--- src/rtl/cfg_bridge_pkg.sv ---
package cfg_bridge_pkg;
  localparam int unsigned HOST_DW    = 32;
  localparam int unsigned HOST_BYTES = HOST_DW / 8;
  localparam int unsigned LANE_W     = $clog2(HOST_BYTES);
  localparam int unsigned LEN_W      = $clog2(HOST_BYTES + 1);
  localparam int unsigned CFG_SPACE  = 256;
  localparam int unsigned REG_W      = $clog2(CFG_SPACE);
  localparam int unsigned FIELD_W    = 8;
  localparam int unsigned DEVFN_LSB  = REG_W;
  localparam int unsigned BUS_LSB    = DEVFN_LSB + FIELD_W;
  localparam int unsigned ADDR_TOP   = BUS_LSB + FIELD_W;
  localparam int unsigned EN_BIT     = HOST_DW - 1;

  localparam logic PORT_SEL  = 1'b0;
  localparam logic PORT_DATA = 1'b1;
  localparam logic [LANE_W-1:0] SIZE_FULL = LANE_W'(HOST_BYTES - 1);

  typedef enum logic [1:0] {
    ST_IDLE = 2'd0,
    ST_REQ  = 2'd1,
    ST_WAIT = 2'd2
  } bridge_state_e;
endpackage

--- src/rtl/cfg_sel_reg.sv ---
module cfg_sel_reg #(
  parameter int unsigned W = 32
) (
  input  logic         clk,
  input  logic         rst,
  input  logic         we,
  input  logic [W-1:0] wdata,
  output logic [W-1:0] q
);
  always_ff @(posedge clk) begin
    if (rst) q <= '0;
    else if (we) q <= wdata;
  end
endmodule

--- src/rtl/cfg_addr_comp.sv ---
module cfg_addr_comp
  import cfg_bridge_pkg::*;
(
  input  logic [ADDR_TOP-1:0] sel_addr,
  input  logic [LANE_W-1:0]   off,
  input  logic [LANE_W-1:0]   size,
  output logic [FIELD_W-1:0]  bus,
  output logic [FIELD_W-1:0]  devfn,
  output logic [REG_W-1:0]    reg_off,
  output logic [LEN_W-1:0]    len
);
  localparam int unsigned AV_W = REG_W + 1;

  logic [ADDR_TOP-1:0] eff;
  logic [AV_W-1:0]     avail;
  logic [LEN_W-1:0]    want;

  always_comb begin
    eff     = sel_addr | ADDR_TOP'(off);
    bus     = eff[BUS_LSB +: FIELD_W];
    devfn   = eff[DEVFN_LSB +: FIELD_W];
    reg_off = eff[REG_W-1:0];
    avail   = AV_W'(CFG_SPACE) - AV_W'(reg_off);
    want    = LEN_W'(size) + LEN_W'(1);
    len     = (AV_W'(want) <= avail) ? want : avail[LEN_W-1:0];
  end
endmodule

--- src/rtl/cfg_lane_map.sv ---
module cfg_lane_map #(
  parameter int unsigned BYTES = 4,
  parameter bit          SWAP  = 1'b0
) (
  input  logic [BYTES*8-1:0] din,
  output logic [BYTES*8-1:0] dout
);
  generate
    if (SWAP) begin : g_swap
      for (genvar b = 0; b < BYTES; b++) begin : g_byte
        assign dout[b*8 +: 8] = din[(BYTES-1-b)*8 +: 8];
      end
    end else begin : g_pass
      assign dout = din;
    end
  endgenerate
endmodule

--- src/rtl/cfg_indirect_bridge.sv ---
module cfg_indirect_bridge
  import cfg_bridge_pkg::*;
#(
  parameter bit BIG_ENDIAN = 1'b0
) (
  input  logic                 clk,
  input  logic                 rst,
  input  logic                 host_req,
  input  logic                 host_port,
  input  logic                 host_wr,
  input  logic [LANE_W-1:0]    host_off,
  input  logic [LANE_W-1:0]    host_size,
  input  logic [HOST_DW-1:0]   host_wdata,
  output logic                 host_busy,
  output logic                 host_rvalid,
  output logic [HOST_DW-1:0]   host_rdata,
  output logic                 dn_valid,
  input  logic                 dn_ready,
  output logic                 dn_wr,
  output logic [FIELD_W-1:0]   dn_bus,
  output logic [FIELD_W-1:0]   dn_devfn,
  output logic [REG_W-1:0]     dn_reg,
  output logic [LEN_W-1:0]     dn_len,
  output logic [HOST_DW-1:0]   dn_wdata,
  input  logic                 dn_rsp_valid,
  input  logic                 dn_rsp_present,
  input  logic [HOST_DW-1:0]   dn_rsp_rdata
);
  bridge_state_e        state;
  logic [HOST_DW-1:0]   sel_q;
  logic                 accept;
  logic                 sel_we;
  logic [FIELD_W-1:0]   c_bus;
  logic [FIELD_W-1:0]   c_devfn;
  logic [REG_W-1:0]     c_reg;
  logic [LEN_W-1:0]     c_len;
  logic [HOST_DW-1:0]   wdata_lane;
  logic [HOST_DW-1:0]   rdata_lane;

  assign accept = host_req && (state == ST_IDLE);
  assign sel_we = accept && (host_port == PORT_SEL) && host_wr &&
                  (host_off == '0) && (host_size == SIZE_FULL);
  assign host_busy = (state != ST_IDLE);

  cfg_sel_reg #(.W(HOST_DW)) u_sel (
    .clk   (clk),
    .rst   (rst),
    .we    (sel_we),
    .wdata (host_wdata),
    .q     (sel_q)
  );

  cfg_addr_comp u_addr (
    .sel_addr (sel_q[ADDR_TOP-1:0]),
    .off      (host_off),
    .size     (host_size),
    .bus      (c_bus),
    .devfn    (c_devfn),
    .reg_off  (c_reg),
    .len      (c_len)
  );

  cfg_lane_map #(.BYTES(HOST_BYTES), .SWAP(BIG_ENDIAN)) u_wlane (
    .din  (host_wdata),
    .dout (wdata_lane)
  );

  cfg_lane_map #(.BYTES(HOST_BYTES), .SWAP(BIG_ENDIAN)) u_rlane (
    .din  (dn_rsp_rdata),
    .dout (rdata_lane)
  );

  always_ff @(posedge clk) begin
    if (rst) begin
      state       <= ST_IDLE;
      host_rvalid <= 1'b0;
      host_rdata  <= '0;
      dn_valid    <= 1'b0;
      dn_wr       <= 1'b0;
      dn_bus      <= '0;
      dn_devfn    <= '0;
      dn_reg      <= '0;
      dn_len      <= '0;
      dn_wdata    <= '0;
    end else begin
      host_rvalid <= 1'b0;
      case (state)
        ST_IDLE: begin
          if (accept) begin
            if (host_port == PORT_SEL) begin
              if (!host_wr) begin
                host_rvalid <= 1'b1;
                host_rdata  <= sel_q;
              end
            end else if (!sel_q[EN_BIT]) begin
              if (!host_wr) begin
                host_rvalid <= 1'b1;
                host_rdata  <= '1;
              end
            end else begin
              state    <= ST_REQ;
              dn_valid <= 1'b1;
              dn_wr    <= host_wr;
              dn_bus   <= c_bus;
              dn_devfn <= c_devfn;
              dn_reg   <= c_reg;
              dn_len   <= c_len;
              dn_wdata <= wdata_lane;
            end
          end
        end
        ST_REQ: begin
          if (dn_ready) begin
            dn_valid <= 1'b0;
            state    <= ST_WAIT;
          end
        end
        ST_WAIT: begin
          if (dn_rsp_valid) begin
            state <= ST_IDLE;
            if (!dn_wr) begin
              host_rvalid <= 1'b1;
              host_rdata  <= dn_rsp_present ? rdata_lane : '1;
            end
          end
        end
        default: state <= ST_IDLE;
      endcase
    end
  end
endmodule

--- config.mk ---
export PLATFORM = sky130hd
export DESIGN_NAME = cfg_indirect_bridge
export DESIGN_NICKNAME = d
export VERILOG_FILES = /design/src/rtl/cfg_bridge_pkg.sv /design/src/rtl/cfg_sel_reg.sv /design/src/rtl/cfg_addr_comp.sv /design/src/rtl/cfg_lane_map.sv /design/src/rtl/cfg_indirect_bridge.sv
export SDC_FILE = /design/constraint.sdc
export NUM_CORES = 1
export LEC_CHECK = 0
export BUFFER_PORTS_ARGS = -buffer_cell sky130_fd_sc_hd__buf_2
export CAP_MARGIN = 10
export CORE_MARGIN = 2
export CORE_UTILIZATION = 57
export CTS_BUF_LIST = sky130_fd_sc_hd__clkbuf_2 sky130_fd_sc_hd__clkbuf_4 sky130_fd_sc_hd__clkbuf_8
export CTS_CLUSTER_SIZE = 10
export DETAILED_ROUTE_END_ITERATION = 8
export GPL_TIMING_DRIVEN = 1
export PLACE_DENSITY_LB_ADDON = 0.2
export SLEW_MARGIN = 30
export SYNTH_ARGS = -nofsm -noshare
export SYNTH_HDL_FRONTEND = slang
export SYNTH_SLANG_ARGS = --single-unit
--- constraint.sdc ---
create_clock -name clk -period 3.1 [get_ports clk]
set_input_delay 0 -clock clk [delete_from_list [all_inputs] [get_ports clk]]
set_output_delay 0 -clock clk [all_outputs]
set_load 0.05 [all_outputs]
==> flow_summary.toml <==
[global_route]
grt.total_usage = 0.298
grtUsageMet2 = 0.447
grt_pass1_wl_mm = 24.0
grt_start_max_net_pins = 95
grt.met1_usage = 0.417
grt_busiest_layer = "met2"
use_met3 = 0.0749
grt_pass1_vias = 4933
grt_antenna_before_repair = 0
grt_overflow = 0

[logic_synthesis]
synth.cell_area_mm2 = 0.00536
async_reset_ff_frac = 0
synth_top_area_cell = "dfxtp_1"
seq_area_frac_synth = 0.478
synthMostInstantiatedCell = "nand2_1"
synthTopCellsByArea = "dfxtp_1 (48%), nand2_1 (12%), a21oi_1 (11%), a2111o_1 (6.7%), nor3b_1 (4.8%)"
synth.avg_cell_area_um2 = 8.01
synth_top_area_share = 0.478
ys_top_cells_by_count = "nand2_1 (177), dfxtp_1 (128), a21oi_1 (123), clkbuf_1 (43), nor2_1 (39)"
syn_inst = 669
synthDistinctLibCells = 38
synth_warnings = 0
synthFlopType = "dfxtp_1"
synth_nets = 749
ys_ff_latch = 128
synth_edf_count = 0

[routing]
dr.pass1.iters = 7
vias = 5511
wl_per_cell_um = 15.8
drc = 0
drt_iter0_markers = 388
wl_mm = 15.2
final_antenna_net_count = 0
vias_per_cell = 5.73

[power_and_ir_drop]
p_sw_mw = 0.919
p_int_mw = 2.54
p_leak_nw = 2.79
ir_drop_uv = 309
powerDensity_mw_per_mm2 = 500
seq_power_share = 0.485
pwr-share-clk = 0.420
switching_share = 0.266
combPwrFrac = 0.094

[timing]
fmax_mhz = 415
finalCriticalPeriod_ns = 2.41
final.setup.tns_ns = 0
rsz0062_at_grt = "false"
setup_violations = 0
skew_ns = 0.0147
finalHoldViolCount = 0
fin_ws_ns = 0.690
slew_violations = 0
finalCritPeriodShare = 0.778
slew_headroom = 0.367
worst_pin_slew_ns = 0.949

[cts]
htreeDepth = 4
path_clk_slew_ns = 0.08
cts-root-buf = "clkbuf_8"
cts_tree = "yes"
cts_buffer_depth = 2
cts_resized = 0
cts_setup_buffers = 0
clock_sinks = 128
clk_latency_ns = 0.44
numCtsBuffers = 17

[floorplan]
die_w_um = 101
die_y_um = 101
start_util = 0.583
core_mm2 = 0.00920
die-area_mm2 = 0.0102
top_level_ports = 171
num_rows = 35

[cells_and_area]
insertedDiodeCount = 0
reg_top3 = "dn_wdata (32), host_rdata (32), u_sel.q (32)"
fin_nets = 918
fillers = 707
synthToLayoutAreaGrowth_pct = 29.1
drive_above_1_share = 0.257
fin_area_mm2 = 0.00692
fin_util = 0.752

[critical_path]
cp-start-kind = "register"
worstPathRequired_ns = 3.43
end_kind = "register"
worstPathArrival_ns = 2.74
crit_type = "reg2reg"
crit_fanout = 4

[placed_design]
post_dp_cell_area_mm2 = 0.00616
place_worst_setup_slack_ns = 0.712
dp_hpwl_mm = 9.80
port_buffers = 170
globalplace.congestion = 0.940

[outcome]
outcome = "completed"

[run]
max-cap-violations = 0

[hold_path]
min_path_type = "in2reg"
-- power groups by stage --
stage | Clock, mW | Combinational [mW] | Sequential [mW]
floorplan | 0 | 0.114 | 1.78
global placement | 0 | 0.280 | 1.71
detailed placement | 0 | 0.287 | 1.72
CTS | 1.47 | 0.322 | 1.68
global route | 1.55 | 0.348 | 1.68
finish | 1.45 | 0.327 | 1.68
-- per-layer routing --
metal  share of wire  vias to the layer above  routed length (um)
li1                -                     2653                   -
met1            0.45                     2574                6910
met2            0.45                      244                6790
met3           0.073                       40                1120
met4           0.025                        0                 376
met5               0                        -                   0
-- cell families (layout without fill, tap and decap cells) --
kind of cell | count (synthesis) | count (layout) | synth area share
DFF | 128 | 128 | 0.478
and+or+nand+nor | 271 | 271 | 0.226
AOI/OAI and AO/OA | 197 | 197 | 0.227
xor gates and xnor gates | 2 | 2 | 0.00327
adders and majority gates | 4 | 4 | 0.00934
buffers and inverters | 67 | 249 | 0.0553
-- metrics by stage --
stage | instances | power, mW | hold slack [ns]
6_report | 962 | 3.46 | 0.0529
5_1_grt | 962 | 3.58 | 0.0640
4_1_cts | 962 | 3.47 | 0.0434
3_5_place_dp | 895 | 2.00 | 0.262
3_3_place_gp | 895 | 1.99 | 0.258
2_1_floorplan | 669 | 1.90 | 0.136
-- final timing paths --
| path | startpoint | to | slack [ns] | cells after the start |
|---|---|---|---|---|
| worst min register to register | dn_reg[6] | dn_reg[6] | 0.45 | 2 |
| worst min-delay path | dn_rsp_rdata[9] | host_rdata[9] | 0.05 | 4 |
| worst max-delay path | u_sel.q[0] | dn_len[0] | 0.69 | 7 |
| worst max register to register | u_sel.q[0] | dn_len[0] | 0.69 | 7 |
-- repair_timing --
| action | 4_1_cts | 5_1_grt |
|---|---|---|
| hold buffers | 35 | 0 |
| setup endpoints to repair | 0 | 0 |
| endpoints found under the hold margin | 68 | 0 |
-- final cells by class --
class                           count  area (um^2)  share of cell area
Clock buffer                       18          248              0.0358
Multi-Input combinational cell    474         2530               0.366
Clock inverter                     14          156              0.0226
Timing Repair Buffer              213         1260               0.183
Tap cell                          111          139              0.0201
Sequential cell                   128         2560               0.371
Inverter                            4         15.0             0.00217
-- worst max-delay path, stage by stage, from the launching register on --
cell       delay (ns)
dfxtp_1          0.35
nor4_2           0.39
xnor2_1          0.20
ha_1             0.30
and3_1           0.19
nor3_1           0.39
a2111oi_0        0.19
a311o_1          0.31
-- cells in the final DEF, fill, tap and decap left out, types with 2 or more instances in the layout --
cell type      Yosys  layout
inv_6              0       3
nand4_1            2       2
clkbuf_8           0      18
xnor2_1            2       2
nand2_1          177     177
and3_1             2       2
clkinv_4           0       3
nor3b_1           34      34
nor3_1             4       4
nand3b_1           2       2
a211oi_1           2       2
clkinvlp_4         0       3
nor2_1            39      39
o21ai_1           18      18
ha_1               4       4
clkinv_2           0       2
bufinv_16          0       2
o21ai_0           14      14
buf_4              1       9
dfxtp_1          128     127
a21oi_1          123     123
inv_1              4       4
a2111oi_0          2       2
a2111o_1          32      32
buf_2             15     169
dlygate4sd3_1      0      35
(Power assumes the default switching activity.)
